`src/rtl/lrsc_monitor.sv`:
```
module lrsc_monitor #(
  parameter int ADDR_W     = 64,
  parameter int LINE_BYTES = 128
) (
  input  logic              clk,
  input  logic              rst_n,
  input  logic              op_valid,
  input  logic [31:0]       insn,
  input  logic [ADDR_W-1:0] ea,
  input  logic              inval,
  output logic              sc_done,
  output logic              cr0_eq,
  output logic              commit_en,
  output logic              commit_dword,
  output logic [3:0]        rsv_width
);
  localparam int OFS_W  = $clog2(LINE_BYTES);
  localparam int LINE_W = ADDR_W - OFS_W;
  localparam logic [5:0] PRIMARY = 6'd31;
  localparam logic [9:0] XO_LRW = 10'd20;
  localparam logic [9:0] XO_LRD = 10'd84;
  localparam logic [9:0] XO_SCW = 10'd150;
  localparam logic [9:0] XO_SCD = 10'd214;
  localparam logic [3:0] W_NONE = 4'd0;
  localparam logic [3:0] W_WORD = 4'd4;
  localparam logic [3:0] W_DBL  = 4'd8;

  logic              rsv_valid;
  logic [LINE_W-1:0] rsv_line;
  logic              grp, is_lrw, is_lrd, is_scw, is_scd, is_lr, is_sc;
  logic [LINE_W-1:0] op_line;
  logic              line_hit, sc_ok;
  logic              unused_bits;

  assign grp     = op_valid && insn[31:26] == PRIMARY;
  assign is_lrw  = grp && insn[10:1] == XO_LRW && !insn[0];
  assign is_lrd  = grp && insn[10:1] == XO_LRD && !insn[0];
  assign is_scw  = grp && insn[10:1] == XO_SCW &&  insn[0];
  assign is_scd  = grp && insn[10:1] == XO_SCD &&  insn[0];
  assign is_lr   = is_lrw || is_lrd;
  assign is_sc   = is_scw || is_scd;

  assign op_line  = ea[ADDR_W-1:OFS_W];
  assign line_hit = rsv_valid && rsv_line == op_line;
  assign sc_ok    = line_hit &&
                    ((is_scw && rsv_width == W_WORD) || (is_scd && rsv_width == W_DBL));

  assign unused_bits = ^{insn[25:11], ea[OFS_W-1:0]};

  always_ff @(posedge clk) begin
    if (!rst_n) begin
      rsv_valid <= 1'b0;
      rsv_width <= W_NONE;
      rsv_line  <= '0;
    end else if (is_lr) begin
      rsv_valid <= 1'b1;
      rsv_width <= is_lrd ? W_DBL : W_WORD;
      rsv_line  <= op_line;
    end else if (is_sc || inval) begin
      rsv_valid <= 1'b0;
      rsv_width <= W_NONE;
    end
  end

  always_ff @(posedge clk) begin
    if (!rst_n) begin
      sc_done      <= 1'b0;
      cr0_eq       <= 1'b0;
      commit_en    <= 1'b0;
      commit_dword <= 1'b0;
    end else begin
      sc_done      <= is_sc;
      cr0_eq       <= sc_ok;
      commit_en    <= sc_ok;
      commit_dword <= sc_ok && is_scd;
    end
  end
endmodule


```
`config.mk`:
```
export PLATFORM = sky130hd
export DESIGN_NAME = lrsc_monitor
export DESIGN_NICKNAME = d
export VERILOG_FILES = /design/src/rtl/lrsc_monitor.sv
export SDC_FILE = /design/constraint.sdc
export NUM_CORES = 1
export LEC_CHECK = 0
export CORE_MARGIN = 2
export CORE_UTILIZATION = 40
export CTS_CLUSTER_DIAMETER = 30
export DETAILED_ROUTE_END_ITERATION = 8
export PLACE_DENSITY = 0.72
export REMOVE_ABC_BUFFERS = 1
export SYNTH_ARGS = -nofsm -noshare
export SYNTH_HDL_FRONTEND = slang
export SYNTH_SLANG_ARGS = --single-unit
```
`constraint.sdc`:
```
create_clock -name clk -period 2.4 [get_ports clk]
set_input_delay 0.48 -clock clk [delete_from_list [all_inputs] [get_ports clk]]
set_output_delay 0.48 -clock clk [all_outputs]
set_load 0.02 [all_outputs]
```
## Word level (Yosys, flattened, before mapping)

Cells that the tools add are included.

| storage, ports and cells | value |
|---|---|
| register bits after elaboration | 65 |
| input port bits | 100 |
| output and inout port bits | 8 |
| word-level logic and storage cells | 39 |

| cells by class | value |
|---|---|
| reductions and logical operators | 20 |
| muxes and demuxes | 5 |
| equal/unequal tests | 8 |

Operators by type and width:

| operator | count |
|---|---|
| equality test 57 bit | 1 |
| equality test 10 x 8 -> 1 bit, second input constant | 2 |
| logical AND 1 bit | 14 |
| two-way mux 4 bit | 3 |
| equality test 10 x 5 -> 1 bit, second input constant | 1 |
| equality test 10 x 7 -> 1 bit, second input constant | 1 |
| equality test 6 x 5 -> 1 bit, second input constant | 1 |
| equality test 4 x 3 -> 1 bit, second input constant | 1 |
| equality test 4 bit, second input constant | 1 |
| logical OR 1 bit | 4 |
| two-way mux 1 bit | 2 |
| nonzero test 2 bit | 1 |
| logical NOT 1 bit | 1 |

## Longest topological paths before layout

| depth | value |
|---|---|
| word-level depth | 8 |
| gate-level depth with buffers | 8 |
| mapped depth without buffers | 5 |

## Least setup slack after synthesis

No wires, ideal clock.

| timing path | value |
|---|---|
| kind | in2reg |
| start point | input port insn[4] |
| end point | register rsv_line[19] |
| stages on the path | 8 |
| library setup time | 0.116 ns |
| data arrival time | 1.981 ns |
| path slack | 0.302 ns |
| required time | 2.284 ns |
| cell sequence | nand4bb_1 -> nor4_4 -> or4b_1 -> clkbuf_1 -> buf_6 -> buf_6 -> nand2_1 -> a21boi_1 |

| between the ends | value |
|---|---|
| cells in the longest elaborated chain, start to end | 4 |

Ends and longest elaborated chain:

| element | line | RTL |
|---|---|---|
| start, declared | 8 | `input logic [31:0] insn,` |
| equality test 10 x 5 -> 1 bit / equality test 10 x 7 -> 1 bit (equally long branches) | 36, 37 |  |
| logical AND 1 bit, on equally long branches (2 in series) | 36, 37 |  |
| logical OR 1 bit * | 40 | `assign is_lr = is_lrw \|\| is_lrd;` |
| end signal, assigned | 58 | `rsv_line <= op_line;` |
| end, declared | 29 | `logic [LINE_W-1:0] rsv_line;` |

Mark *: on every way between the ends. The rest lies on a longest branch, timed or not.
A chain may end at the register's enable or synchronous reset.

## Worst setup path after layout

| timing path | value |
|---|---|
| start point | input port insn[4] |
| end point | register rsv_line[47] |

Same word-level chain as after synthesis.

==> tab_implementation.tex <==
\begin{tabular}{lr}
\hline
Metric & Value \\
\hline
\multicolumn{2}{l}{\textbf{Global route}} \\
Number of antenna violations at the first check in global routing & 0 \\
Vias in the first global route & between 2000 and 2500 \\
Wire length of the first global-routing pass & roughly 11000 µm \\
Gr usage total & between 15 and 20\% \\
Gr ovfl total & 0 \\
Pin count of the biggest net entering global routing & 59 \\
\multicolumn{2}{l}{\textbf{Floorplanning}} \\
Std-Cell Rows & 32 \\
Total core area & $\sim$7600 µm² \\
Top Ports & $\sim$110 \\
Die span in x & around 92 µm \\
Die Ht & between 90 and 100 µm \\
Starting density of the core & 40.86\% \\
Die Area & around 8500 µm² \\
\multicolumn{2}{l}{\textbf{Critical path}} \\
Kind of critical path & input port to flop \\
Worst setup SP type & input port \\
Critical Path RT & 2.61 ns \\
Worst EP arrival & $\sim$2.5 ns \\
Cell at the slowest stage of the critical path & sky130\_fd\_sc\_hd\_\_or4b\_2 \\
Slowest stage delay, CP & 0.66 ns \\
Critical Path, Cell by Cell & clkdlybuf4s50\_1 > nand4bb\_1 > nor4\_4 > or4b\_2 > buf\_12 > nand2\_1 > a21boi\_0 \\
Highest net fanout along the worst path & 58 \\
CP endpoint kind & flop \\
\multicolumn{2}{l}{\textbf{Yosys}} \\
Area leader, netlist & sky130\_fd\_sc\_hd\_\_dfxtp\_1 \\
Number of warnings issued by yosys & 0 \\
Most common cell in the netlist & sky130\_fd\_sc\_hd\_\_nand2\_1 \\
Area fraction of the dominant cell type after synthesis & around 41\% \\
Gate count of the mapped netlist & about 370 \\
Synth unique cells & 34 \\
Synthesized flop and latch total & 63 \\
Commonest cells post-synth & 117 x sky130\_fd\_sc\_hd\_\_nand2\_1, 63 x sky130\_fd\_sc\_hd\_\_dfxtp\_1, 44 x sky130\_fd\_sc\_hd\_\_xnor2\_1 \\
Synthesized area per cell & roughly 8.4 µm² \\
Post-synth EDFFs & 0 \\
Fraction of synthesis flops using an asynchronous set or reset pin & 0\% \\
Sequential share of the synthesized area & between 40 and 50\% \\
Netlist area before placement & 3108 µm² \\
Commonest register cell after synthesis & sky130\_fd\_sc\_hd\_\_dfxtp\_1 \\
Top area cells in the synthesized netlist & sky130\_fd\_sc\_hd\_\_dfxtp\_1 41\%, sky130\_fd\_sc\_hd\_\_nand2\_1 14\%, sky130\_fd\_sc\_hd\_\_xnor2\_1 12\% \\
\multicolumn{2}{l}{\textbf{Power}} \\
Net switching fraction of the power & 20.51\% \\
Internal power contribution & 1.848 mW \\
Max rail drop VDD & $\sim$0.27 mV \\
Total power & around 2.3 mW \\
NetSw & 0.4768 mW \\
Relative contribution of combinational cells to total power & about a tenth \\
Leakage Power & 1.376 nW \\
Clock group share of total power & about 45\% \\
Share of total power in sequential cells & $\sim$45\% \\
Power density of the placed cells & 546.8 nW/µm² \\
\multicolumn{2}{l}{\textbf{Cells and area}} \\
Layout Area Growth over Synthesis & 36.80\% \\
\# fillers & 701 \\
Post-Route Utilization & 55.89\% \\
Final Net Count & $\sim$550 \\
Fraction of final layout cells sized beyond drive strength 1 & 5.470\% \\
Final standard cell area without fillers & approximately 4300 µm² \\
N\_diodes & 0 \\
\multicolumn{2}{l}{\textbf{Drt}} \\
WL/cell & around 12 µm \\
Routed Antenna Nets & 0 \\
DRT iter0 DRCs & 127 \\
Remaining DRCs & 0 \\
Vias per cell & about 4.8 \\
Drt pass-1 iters & 4 \\
Post-Route WL & just under 7000 µm \\
Vias after detailed routing & 2702 \\
\multicolumn{2}{l}{\textbf{Clock tree}} \\
CTS Root Cell & sky130\_fd\_sc\_hd\_\_clkbuf\_8 \\
Post-CTS setup-driven buffer insertion count & 0 \\
TritonCTS clock tree & yes \\
Max Root-Sink Buffers & 2 \\
Num Clock Sinks & between 60 and 70 \\
Clock latency reported for the late side of the worst-skew pair & 0.33 ns \\
CTS hold repair buffers & 0 \\
Cts repair resizes & 0 \\
Clock-pin slew reported for the worst setup and hold paths after clock tree synthesis & around 0.06 ns \\
CTS H-tree lvls & 3 \\
TritonCTS Buffers & 9 \\
\multicolumn{2}{l}{\textbf{STA}} \\
F\_max & $\sim$430 MHz \\
Finish-stage setup viols & 0 \\
Share of the cycle needed by the critical path after routing & 96.21\% \\
Final min period & roughly 2.3 ns \\
Final Max Tran Viols & 0 \\
Layout Skew & 0.006716 ns \\
Hold violation count in the final report & 0 \\
Setup repair after global routing missed its margin & false \\
\multicolumn{2}{l}{\textbf{Place}} \\
Number of buffers inserted by port buffering & a little over 80 \\
Half-perimeter wire length after detailed placement & roughly 4900 µm \\
Routability Congestion & approximately 0.8 \\
Placement-stage cell area & between 4000 and 5000 µm² \\
\multicolumn{2}{l}{\textbf{Hold path}} \\
Path class of the lowest-slack min-delay path & flop to flop \\
\multicolumn{2}{l}{\textbf{Job}} \\
MaxCap Viol Count & 0 \\
\multicolumn{2}{l}{\textbf{Run status}} \\
Run status & finished, final reports clean \\
\hline
\end{tabular}
==> logic make-up (layout without fill, tap and decap cells) <==
group                  count (synthesis)  after routing  synth area share [%]
AND/OR/NAND/NOR                      153            153                 22.79
other                                  1              2                0.1207
XOR/XNOR                              47             47                 13.24
AO/OA/AOI/OAI                         74             74                 17.71
buffers and inverters                 34            118                 5.555
flip-flops                            63             63                 40.58
==> per-layer routing <==
layer	routed length, µm	global-route usage (%)	vias to the layer above
met5	0	0	-
met4	68	4.104	0
met3	452	5.012	8
met2	3319	28.37	78
met1	3118	20.09	1224
li1	-	-	1392
==> per-stage QoR <==
step / cells / setup slack, ns / hold WS (ns) / TNS (ns)
floorplan: 351 / -0.4482 / 0.4307 / -25.91
global placement: 543 / -0.1964 / 0.4393 / -10.92
detailed placement: 543 / -0.2370 / 0.4429 / -12.39
CTS: 559 / 0.1042 / 0.4514 / 0
global route: 559 / 0.01541 / 0.4777 / 0
finish: 559 / 0.09101 / 0.4483 / 0
==> critical path, delay by kind of cell <==
family / cells / cell delay [ns]
buffers and inverters: 2 / 0.61
AND/OR/NAND/NOR: 4 / 1.31
AO/OA/AOI/OAI: 1 / 0.08
==> cell type report <==
class | instances | area, µm² | share of cell area [%]
clock inverter | 3 | 65.06 | 1.530
multi-input combinational | 276 | 1678 | 39.46
sequential | 63 | 1261 | 29.66
timing repair buffer | 90 | 915.9 | 21.54
clock buffer | 13 | 158.9 | 3.737
tap | 102 | 127.6 | 3.002
inverter | 12 | 45.04 | 1.059
==> path summary, 6_finish.rpt <==
kind | start | endpoint | slack, ns | cells after the start
setup / recovery | insn[4] | rsv_line[47] | 0.09 | 7
hold / removal | rsv_line[21] | rsv_line[21] | 0.45 | 2
setup reg to reg | rsv_line[20] | commit_en | 0.79 | 5
hold reg to reg | rsv_line[21] | rsv_line[21] | 0.45 | 2
==> registers in the layout (all words and copies together) (netlist names) <==
register      flops
rsv_line         57
rsv_width         2
commit_dword      1
commit_en         1
rsv_valid         1
sc_done           1
==> placed cells by master, fill, tap and decap left out, types with 2 or more instances in the layout <==
master                            synthesis  routed
sky130_fd_sc_hd__a21boi_0                37      37
sky130_fd_sc_hd__a21boi_1                20      20
sky130_fd_sc_hd__a221oi_1                 2       2
sky130_fd_sc_hd__and3_1                   2       2
sky130_fd_sc_hd__buf_12                   0       3
sky130_fd_sc_hd__buf_4                    3       4
sky130_fd_sc_hd__bufinv_16                0       2
sky130_fd_sc_hd__clkbuf_1                 7       2
sky130_fd_sc_hd__clkbuf_8                 0      11
sky130_fd_sc_hd__clkdlybuf4s50_1          0      82
sky130_fd_sc_hd__conb_1                   1       2
sky130_fd_sc_hd__dfxtp_1                 63      63
sky130_fd_sc_hd__inv_1                   12      12
sky130_fd_sc_hd__nand2_1                117     117
sky130_fd_sc_hd__nand4_1                 13      13
sky130_fd_sc_hd__nand4bb_1                3       3
sky130_fd_sc_hd__nor2_1                   3       3
sky130_fd_sc_hd__nor3_1                   2       2
sky130_fd_sc_hd__nor4_1                   5       5
sky130_fd_sc_hd__o21a_1                   2       2
sky130_fd_sc_hd__o21ai_0                  4       4
sky130_fd_sc_hd__o22ai_1                  3       3
sky130_fd_sc_hd__o2bb2ai_1                3       3
sky130_fd_sc_hd__xnor2_1                 44      44
sky130_fd_sc_hd__xor2_1                   3       3
==> power by group through the flow <==
| stage | Sequential [mW] | Combinational, mW | Clock [mW] |
|---|---|---|---|
| floorplan | 1.07 | 0.0661 | 0 |
| global placement | 1.07 | 0.242 | 0 |
| detailed placement | 1.07 | 0.245 | 0 |
| CTS | 1.04 | 0.246 | 1.06 |
| global route | 1.04 | 0.262 | 1.10 |
| finish | 1.05 | 0.244 | 1.04 |
Note: power is estimated with default switching activity, not from simulation.
